===== config.mk =====
export PLATFORM = sky130hd
export DESIGN_NAME = victim_wb_buf
export DESIGN_NICKNAME = d
export VERILOG_FILES = /design/src/rtl/vwb_pkg.sv /design/src/rtl/vwb_slot.sv /design/src/rtl/vwb_ctrl.sv /design/src/rtl/victim_wb_buf.sv
export SDC_FILE = /design/constraint.sdc
export NUM_CORES = 1
export LEC_CHECK = 0
export ABC_AREA = 1
export CAP_MARGIN = 40
export CORE_MARGIN = 5
export CORE_UTILIZATION = 52
export CTS_BUF_LIST = sky130_fd_sc_hd__clkbuf_4
export DETAILED_ROUTE_END_ITERATION = 12
export GPL_ROUTABILITY_DRIVEN = 0
export HOLD_SLACK_MARGIN = 0.15
export PLACE_DENSITY = 0.95
export SLEW_MARGIN = 20
export SYNTH_ARGS = -nofsm -noshare
export SYNTH_HDL_FRONTEND = slang
export SYNTH_SLANG_ARGS = --single-unit

===== constraint.sdc =====
create_clock -name clk -period 3.5 [get_ports clk]
set_input_delay 0.35 -clock clk [delete_from_list [all_inputs] [get_ports clk]]
set_output_delay 0.35 -clock clk [all_outputs]
set_load 0.03 [all_outputs]

===== src/rtl/vwb_pkg.sv =====
package vwb_pkg;

    typedef enum logic [1:0] {
        LS_SHARED = 2'd0,
        LS_EXCL   = 2'd1,
        LS_OWNED  = 2'd2,
        LS_MOD    = 2'd3
    } line_st_e;

    typedef enum logic [1:0] {
        PK_INV      = 2'd0,
        PK_INV_DATA = 2'd1,
        PK_DOWN     = 2'd2
    } prb_kind_e;

    typedef enum logic {
        HR_ACK  = 1'b0,
        HR_NACK = 1'b1
    } home_resp_e;

    typedef enum logic {
        VK_CLEAN = 1'b0,
        VK_DIRTY = 1'b1
    } vic_kind_e;

    typedef enum logic [2:0] {
        RK_WB_DATA  = 3'd0,
        RK_STALE    = 3'd1,
        RK_PRB_DATA = 3'd2,
        RK_PRB_NONE = 3'd3,
        RK_PRB_MISS = 3'd4
    } rsp_kind_e;

    typedef enum logic [1:0] {
        WB_IDLE   = 2'd0,
        WB_CLEAN  = 2'd1,
        WB_DIRTY  = 2'd2,
        WB_CANCEL = 2'd3
    } wb_state_e;

    function automatic logic owns_data(line_st_e s);
        return (s == LS_OWNED) || (s == LS_MOD);
    endfunction

    function automatic logic held_shared(line_st_e s);
        return (s == LS_SHARED) || (s == LS_OWNED);
    endfunction

endpackage


===== src/rtl/vwb_slot.sv =====
module vwb_slot #(
    parameter int W   = 8,
    parameter int LAT = 40
) (
    input  logic         clk,
    input  logic         rst,
    input  logic         load,
    input  logic [W-1:0] load_data,
    output logic         free,
    output logic         out_valid,
    input  logic         out_ready,
    output logic [W-1:0] out_data
);
    localparam int CW = (LAT < 1) ? 1 : $clog2(LAT + 1);
    localparam logic [CW-1:0] LAT_C = CW'(LAT);

    logic          full_q;
    logic [CW-1:0] cnt_q;
    logic [W-1:0]  data_q;

    always_ff @(posedge clk) begin
        if (rst) begin
            full_q <= 1'b0;
            cnt_q  <= '0;
            data_q <= '0;
        end else if (load) begin
            full_q <= 1'b1;
            cnt_q  <= LAT_C;
            data_q <= load_data;
        end else if (full_q) begin
            if (cnt_q != '0)
                cnt_q <= cnt_q - 1'b1;
            else if (out_ready)
                full_q <= 1'b0;
        end
    end

    assign free      = !full_q;
    assign out_valid = full_q && (cnt_q == '0);
    assign out_data  = data_q;

    AST_SLOT_NO_OVERWRITE: assert property (@(posedge clk) disable iff (rst)
        load |-> free) else $error("slot overwritten");

    AST_SLOT_HOLD: assert property (@(posedge clk) disable iff (rst)
        (out_valid && !out_ready) |=> (out_valid && $stable(out_data))) else $error("slot dropped");

    AST_SLOT_NOT_EARLY: assert property (@(posedge clk) disable iff (rst)
        (LAT > 0 && load) |=> !out_valid) else $error("slot early");

endmodule


===== src/rtl/vwb_ctrl.sv =====
module vwb_ctrl
    import vwb_pkg::*;
#(
    parameter int ADDR_W = 16,
    parameter int DATA_W = 32
) (
    input  logic              clk,
    input  logic              rst,
    input  logic              repl_valid,
    input  logic [1:0]        repl_state,
    input  logic [ADDR_W-1:0] repl_addr,
    input  logic [DATA_W-1:0] repl_data,
    input  logic              repl_dirty,
    output logic              repl_ready,
    input  logic [ADDR_W-1:0] lk_addr,
    output logic              lk_hold,
    output logic              busy,
    input  logic              resp_valid,
    input  logic              resp_kind,
    output logic              resp_ready,
    input  logic              prb_valid,
    input  logic [1:0]        prb_kind,
    output logic              prb_ready,
    input  logic              req_free,
    input  logic              rsp_free,
    output logic              req_load,
    output logic              rq_kind,
    output logic [ADDR_W-1:0] rq_addr,
    output logic [DATA_W-1:0] rq_data,
    output logic              rq_dirty,
    output logic              rq_shared,
    output logic              rsp_load,
    output logic [2:0]        rs_kind,
    output logic [ADDR_W-1:0] rs_addr,
    output logic [DATA_W-1:0] rs_data,
    output logic              rs_dirty,
    output logic              rs_shared
);
    wb_state_e         state_q, state_n;
    logic [ADDR_W-1:0] addr_q;
    logic [DATA_W-1:0] data_q;
    logic              dirty_q;
    logic              psh_q, psh_n;
    rsp_kind_e         rk;
    line_st_e          ls_in;
    prb_kind_e         pk;

    logic active, repl_fire, prb_fire, resp_fire;

    assign ls_in = line_st_e'(repl_state);
    assign pk    = prb_kind_e'(prb_kind);

    assign active     = (state_q != WB_IDLE);
    assign busy       = active;
    assign repl_ready = !active && req_free;
    assign repl_fire  = repl_valid && repl_ready;
    assign prb_ready  = active && rsp_free;
    assign prb_fire   = prb_valid && prb_ready;
    assign resp_ready = active && rsp_free && !prb_valid;
    assign resp_fire  = resp_valid && resp_ready;
    assign lk_hold    = active && (lk_addr == addr_q);

    // victim notice built straight from the replacement inputs
    always_comb begin
        req_load  = repl_fire;
        rq_addr   = repl_addr;
        rq_shared = held_shared(ls_in);
        if (owns_data(ls_in)) begin
            rq_kind  = VK_DIRTY;
            rq_data  = repl_data;
            rq_dirty = repl_dirty;
        end else begin
            rq_kind  = VK_CLEAN;
            rq_data  = '0;
            rq_dirty = 1'b0;
        end
    end

    always_comb begin
        state_n   = state_q;
        psh_n     = psh_q;
        rsp_load  = 1'b0;
        rk        = RK_PRB_NONE;
        rs_data   = '0;
        rs_dirty  = 1'b0;
        rs_shared = 1'b0;
        if (prb_fire) begin
            rsp_load = 1'b1;
            if (state_q == WB_CANCEL) begin
                rk = (pk == PK_DOWN) ? RK_PRB_MISS : RK_PRB_NONE;
            end else begin
                case (pk)
                    PK_DOWN: begin
                        rk       = RK_PRB_DATA;
                        rs_data  = data_q;
                        rs_dirty = dirty_q;
                        psh_n    = 1'b1;
                    end
                    PK_INV_DATA: begin
                        rk       = RK_PRB_DATA;
                        rs_data  = data_q;
                        rs_dirty = dirty_q;
                        state_n  = WB_CANCEL;
                    end
                    default: begin
                        rk      = RK_PRB_NONE;
                        state_n = WB_CANCEL;
                    end
                endcase
            end
        end else if (resp_fire) begin
            state_n = WB_IDLE;
            if (resp_kind == HR_ACK) begin
                rsp_load = 1'b1;
                if (state_q == WB_CANCEL) begin
                    rk = RK_STALE;
                end else begin
                    rk        = RK_WB_DATA;
                    rs_data   = data_q;
                    rs_dirty  = dirty_q;
                    rs_shared = psh_q;
                end
            end
        end
        if (repl_fire)
            state_n = owns_data(ls_in) ? WB_DIRTY : WB_CLEAN;
    end

    assign rs_kind = rk;
    assign rs_addr = addr_q;

    always_ff @(posedge clk) begin
        if (rst) begin
            state_q <= WB_IDLE;
            addr_q  <= '0;
            data_q  <= '0;
            dirty_q <= 1'b0;
            psh_q   <= 1'b0;
        end else begin
            state_q <= state_n;
            if (repl_fire) begin
                addr_q  <= repl_addr;
                data_q  <= repl_data;
                dirty_q <= repl_dirty;
                psh_q   <= 1'b0;
            end else begin
                psh_q <= psh_n;
            end
        end
    end

    AST_RESP_RELEASES: assert property (@(posedge clk) disable iff (rst)
        resp_fire |=> !busy) else $error("buffer not freed");

    AST_DOWN_KEEPS: assert property (@(posedge clk) disable iff (rst)
        (prb_fire && pk == PK_DOWN && state_q != WB_CANCEL)
        |=> (state_q == $past(state_q)) && psh_q) else $error("downgrade lost");

    AST_INV_CANCELS: assert property (@(posedge clk) disable iff (rst)
        (prb_fire && pk != PK_DOWN) |=> (state_q == WB_CANCEL)) else $error("no cancel");

    AST_PROBE_FIRST: assert property (@(posedge clk) disable iff (rst)
        (prb_fire && resp_valid) |=> busy) else $error("response beat probe");

    AST_IDLE_REFUSES: assert property (@(posedge clk) disable iff (rst)
        !busy |-> !rsp_load) else $error("idle message");

endmodule


===== src/rtl/victim_wb_buf.sv =====
module victim_wb_buf #(
    parameter int ADDR_W    = 16,
    parameter int DATA_W    = 32,
    parameter int ISSUE_LAT = 40
) (
    input  logic              clk,
    input  logic              rst,
    input  logic              repl_valid,
    output logic              repl_ready,
    input  logic [1:0]        repl_state,
    input  logic [ADDR_W-1:0] repl_addr,
    input  logic [DATA_W-1:0] repl_data,
    input  logic              repl_dirty,
    input  logic [ADDR_W-1:0] lk_addr,
    output logic              lk_hold,
    output logic              busy,
    input  logic              resp_valid,
    output logic              resp_ready,
    input  logic              resp_kind,
    input  logic              prb_valid,
    output logic              prb_ready,
    input  logic [1:0]        prb_kind,
    output logic              req_valid,
    input  logic              req_ready,
    output logic              req_kind,
    output logic [ADDR_W-1:0] req_addr,
    output logic [DATA_W-1:0] req_data,
    output logic              req_dirty,
    output logic              req_shared,
    output logic              rsp_valid,
    input  logic              rsp_ready,
    output logic [2:0]        rsp_kind,
    output logic [ADDR_W-1:0] rsp_addr,
    output logic [DATA_W-1:0] rsp_data,
    output logic              rsp_dirty,
    output logic              rsp_shared
);
    localparam int RQ_W = 1 + ADDR_W + DATA_W + 2;
    localparam int RS_W = 3 + ADDR_W + DATA_W + 2;

    logic              req_free, rsp_free, req_load, rsp_load;
    logic              rq_kind, rq_dirty, rq_shared;
    logic [ADDR_W-1:0] rq_addr, rs_addr;
    logic [DATA_W-1:0] rq_data, rs_data;
    logic [2:0]        rs_kind;
    logic              rs_dirty, rs_shared;
    logic [RQ_W-1:0]   rq_pkt, rq_out;
    logic [RS_W-1:0]   rs_pkt, rs_out;

    vwb_ctrl #(.ADDR_W(ADDR_W), .DATA_W(DATA_W)) u_ctrl (
        .clk(clk), .rst(rst),
        .repl_valid(repl_valid), .repl_state(repl_state), .repl_addr(repl_addr),
        .repl_data(repl_data), .repl_dirty(repl_dirty), .repl_ready(repl_ready),
        .lk_addr(lk_addr), .lk_hold(lk_hold), .busy(busy),
        .resp_valid(resp_valid), .resp_kind(resp_kind), .resp_ready(resp_ready),
        .prb_valid(prb_valid), .prb_kind(prb_kind), .prb_ready(prb_ready),
        .req_free(req_free), .rsp_free(rsp_free),
        .req_load(req_load), .rq_kind(rq_kind), .rq_addr(rq_addr),
        .rq_data(rq_data), .rq_dirty(rq_dirty), .rq_shared(rq_shared),
        .rsp_load(rsp_load), .rs_kind(rs_kind), .rs_addr(rs_addr),
        .rs_data(rs_data), .rs_dirty(rs_dirty), .rs_shared(rs_shared)
    );

    assign rq_pkt = {rq_kind, rq_addr, rq_data, rq_dirty, rq_shared};
    assign rs_pkt = {rs_kind, rs_addr, rs_data, rs_dirty, rs_shared};

    vwb_slot #(.W(RQ_W), .LAT(ISSUE_LAT)) u_req_slot (
        .clk(clk), .rst(rst), .load(req_load), .load_data(rq_pkt),
        .free(req_free), .out_valid(req_valid), .out_ready(req_ready),
        .out_data(rq_out)
    );

    vwb_slot #(.W(RS_W), .LAT(ISSUE_LAT)) u_rsp_slot (
        .clk(clk), .rst(rst), .load(rsp_load), .load_data(rs_pkt),
        .free(rsp_free), .out_valid(rsp_valid), .out_ready(rsp_ready),
        .out_data(rs_out)
    );

    assign {req_kind, req_addr, req_data, req_dirty, req_shared} = rq_out;
    assign {rsp_kind, rsp_addr, rsp_data, rsp_dirty, rsp_shared} = rs_out;

    AST_HOLD_ONLY_BUSY: assert property (@(posedge clk) disable iff (rst)
        lk_hold |-> !repl_ready) else $error("hold while free");

endmodule


# Word-level counts from Yosys, hierarchy flattened
# Cells that the tools add are included.
[totals]
elab_cells = 108
reg_bits = 170
output_inout_bits = 111
input_bits = 77
[op_classes]
mux = 49
bitwise_logic = 1
n_reduce_logical = 35
eq_ne = 8
addsub = 2
[op_table]
columns = ["cell", "n"]
rows = [
  ["32-bit two-way mux", 7],
  ["6-bit two-way mux", 6],
  ["1-bit two-way mux", 25],
  ["16-bit equality test", 1],
  ["3-bit two-way mux", 5],
  ["6-bit logical NOT", 2],
  ["2-bit two-way mux", 6],
  ["6-bit nonzero test", 2],
  ["6-bit by 1-bit subtractor with 6-bit output, second input constant", 2],
  ["2-bit nonzero test", 5],
  ["1-bit logical AND", 9],
  ["2-bit equality test, second input constant", 4],
  ["2-bit AND reduction", 4],
  ["3-bit inequality test, second input constant", 2],
  ["3-bit AND reduction", 2],
  ["2-bit OR reduction", 3],
  ["1-bit logical NOT", 4],
  ["3-bit nonzero test", 1],
  ["2-bit by 1-bit equality test with 1-bit output, second input constant", 1],
  ["2-bit logical NOT", 1],
  ["1-bit logical OR", 2],
  ["1-bit NOT", 1],
]

# Logic depth before layout (Yosys ltp)
[depth]
ltp_word = 8
mapped_depth = 12
mapped_depth_nobuf = 12

# Cells and area by module
# From an unflattened synthesis, not the netlist that was laid out.
[unflattened]
cells_unflattened = 989
hier_area_um2 = 7473.4
[modules_own_cells]
columns = ["mod", "cells_per_inst", "seq_area_each_um2", "instances", "area_each_um2"]
rows = [
  ["vwb_ctrl", 423, 1041.0, 1, 3034.2],
  ["vwb_slot (u_rsp_slot)", 287, 1201.2, 1, 2270.9],
  ["vwb_slot (u_req_slot)", 279, 1161.1, 1, 2168.3],
]

# Least setup slack after synthesis
# OpenSTA, ideal clock, no wires.
[synth_path]
kind = "register to output"
start = "register u_req_slot.out_data[43] (netlist name)"
end = "output lk_hold"
required_ns = 3.150
path_stages_with_launch = 7
arrival_ns = 1.402
n_path_buf = 0
slack_ns = 1.748
path_cell_list = "dfxtp_1 inv_1 a21oi_1 nand2_1 nor3_1 nand3_1 nor2_1"
[synth_rtl]
columns = ["item", "line", "source"]
rows = [
  ["end, declared", "victim_wb_buf.sv:15", "output logic lk_hold,"],
]

# Worst setup path after layout
[layout_path]
start = "register u_req_slot.cnt_q[0]"
end = "output req_valid"
[layout_between]
elab_chain_cells = 2
[layout_lines]
columns = ["item", "line", "source"]
rows = [
  ["start, declared", "vwb_slot.sv:18", "logic [CW-1:0] cnt_q;"],
  ["start signal, assigned", "vwb_slot.sv:32", "cnt_q <= cnt_q - 1'b1;"],
  ["6-bit logical NOT", "vwb_slot.sv:39", "assign out_valid = full_q && (cnt_q == '0);"],
  ["1-bit logical AND", "vwb_slot.sv:39", ""],
  ["end, declared", "victim_wb_buf.sv:23", "output logic req_valid,"],
]
# No other way between the ends.

==> results.toml <==
[cts]
cts_tree = "built"
numCtsBuffers = 17
cts-resized-gates = 0
cts_hold_buf = 0
clockRootBuffer = "clkbuf_4"
path_clk_slew_ns = 0.12
htreeDepth = 4
postCtsSetupBuffers = 0
cts_buffer_depth = 2
cts.sinks = 154
clk_latency_ns = 0.53

[synth]
synth_nets = 810
synth.top_cell.area_share = 0.5198
synth_area_leaders = "dfxtp_1 52%, nand3_1 10%, nand2_1 9.7%, o21ai_0 4.4%, nand2_2 3.2%"
synth-seq-area-share = 0.5198
synth-edff-count = 0
yosysWarnings = 0
ys_ff_latch = 154
synthCells = 730
synthArstFlopShare = 0
synth_cell_types = 33
avgSynthCellArea_um2 = 8.124
synthMuxAreaShare = 0
synth_xor_area_frac = 0.01329
synthAdderAreaFrac = 0.006329
synthSimpleGateAreaFrac = 0.2895
yosysTopAreaCell = "dfxtp_1"
yosys-top-cells-count = "154 x dfxtp_1, 154 x nand2_1, 118 x nand3_1"
synth_top_family_by_area = "simple AND/OR/NAND/NOR gates"
synth_compound_area_frac = 0.1042
synth_ff_type = "dfxtp_1"
syn_area_mm2 = 0.005931

[place]
dp_hpwl_um = 11400
io_buffers = 187

[die]
dieWidth_um = 116.8
num_rows = 39
chipHeight_um = 116.8
core-area_mm2 = 0.01132
ios = 188
dieArea_mm2 = 0.01364
start_util = 0.5239

[route]
drt_pre_antenna_iters = 5
wirelength_um = 16530
drtIter0Drc = 420
wl_per_cell_um = 15.67
via_per_inst = 5.303
drc = 0
vias = 5595
ant_nets = 0

[timing]
slew_headroom = 0.5207
finalHoldViolCount = 0
max_freq_ghz = 0.3640
fin_crit_ns = 2.747
setup_tns_ns = 0
finalCritPeriodShare = 0.7850
timing.hold.ws_ns = 0.3628
fin_skew_ns = 0.01490
setup_viol = 0
rsz0062_at_grt = "no"
slew_viol_final = 0
worst_pin_slew_ns = 0.7189

[status]
status = "complete, no violations"

[grt]
grt_overflow_total = 0
grt_pass1_wl_um = 25350
grt_max_degree = 133
grt_pass1_vias = 5303
grt_use_total = 0.2373
antenna_found_initial = 0

[setup_path]
path_class = "reg2out"
end_kind = "output port"
cp_max_fo = 6
required_ns = 3.15
start_kind = "flip-flop"
cp_data_arrival_time_ns = 2.40

[worst_hold_path]
hold_class = "in2reg"

[cells_and_area]
fillCellCount = 859
syn_to_final_growth_pct = 36.77
multi_input_area_mm2 = 0.002464
fin_util = 0.7165
drive_gt1_frac = 0.08452
register_area_mm2 = 0.003083
nNetsFinal = 980

[pwr]
power.leakage_uw = 0.003383
power_density_mw_per_mm2 = 527.1
peakVddDrop_v = 0.0003373

[flow_run]
drv_cap = 0
final cells by class:
cell class                 count  area share
antenna                        1   0.0003085
clock buffer                  18     0.01666
clock inverter                12     0.01866
inverter                      40     0.01882
multi-input combinational    493      0.3037
sequential                   154      0.3801
tap                          143     0.02206
timing repair buffer         194      0.2397
routing by layer:
| layer | vias up | share of wire | GRT usage |
|---|---|---|---|
| met5 | - | 0 | 0 |
| met4 | 0 | 0.026 | 0.09480 |
| met3 | 32 | 0.067 | 0.06427 |
| met2 | 208 | 0.50 | 0.4039 |
| met1 | 2603 | 0.40 | 0.2851 |
| li1 | 2752 | - | - |
report_power, final:
| part | switching, µW | internal (µW) | total, µW |
|---|---|---|---|
| Combinational | 717 | 427 | 1140 |
| Sequential | 114 | 1920 | 2030 |
| Clock | 603 | 493 | 1100 |
worst paths after layout:
| check | end | slack, ns | depth (start not counted) | from |
|---|---|---|---|---|
| setup / recovery | req_valid | 0.75 | 7 | u_req_slot.cnt_q[0] |
| hold / removal | u_req_slot.out_data[0] | 0.36 | 2 | repl_state[0] |
| setup reg to reg | u_req_slot.out_data[0] | 1.21 | 6 | u_req_slot.full_q |
| hold reg to reg | u_rsp_slot.out_data[25] | 0.45 | 2 | u_ctrl.data_q[23] |
cells in the final DEF (no fill, tap or decap), types with 2 or more instances in the layout:
cell type	count
xor2_1	7
nor2_1	39
nor2_8	2
nand2_2	30
nand3_1	117
o211ai_1	2
nor2_4	2
dfxtp_1	154
clkdlybuf4s50_1	187
a21oi_1	36
nand4_1	9
clkinvlp_4	3
clkbuf_4	18
nand2_1	154
bufinv_16	3
o21ai_0	52
o22ai_1	3
o21a_1	2
inv_1	38
nor3_1	5
ha_1	3
buf_4	5
o21ai_1	18
xnor2_1	2
clkinv_1	3
nand2_4	2
clkinv_4	2
critical path: stages, from the launching register on:
cell             delay, ns
dfxtp_1               0.33
inv_1                 0.16
ha_1                  0.17
inv_1                 0.05
nor2_1                0.16
nand3_1               0.14
nor2_1                0.16
clkdlybuf4s50_1       0.71
per-stage QoR:
step / instance area (µm²) / total power [µW] / instances / setup slack (ns)
floorplan: 5931 / 2773 / 730 / 1.748
global placement: 7807 / 3183 / 1023 / 0.9879
detailed placement: 7823 / 3210 / 1024 / 0.9545
CTS: 8109 / 4301 / 1054 / 0.7199
global route: 8109 / 4484 / 1054 / 0.5951
finish: 8112 / 4276 / 1055 / 0.7526
logic make-up (layout without fill, tap and decap cells):
logic type / count (synthesis) / after routing
buffers and inverters: 83 / 264
DFF: 154 / 154
and+or+nand+nor: 364 / 364
AOI/OAI and AO/OA: 117 / 117
other: 0 / 1
xor gates and xnor gates: 9 / 9
adders and majority gates: 3 / 3
state kept, by name, summed over array words and instances (netlist names):
signal and flops:
u_req_slot.full_q 1, u_rsp_slot.full_q 1, u_req_slot.out_data 51, u_ctrl.state_q 2
u_ctrl.dirty_q 1, u_rsp_slot.cnt_q 6, u_rsp_slot.out_data 53, u_ctrl.psh_q 1
u_ctrl.data_q 32, u_req_slot.cnt_q 6
Note: power is estimated with default switching activity, not from simulation.
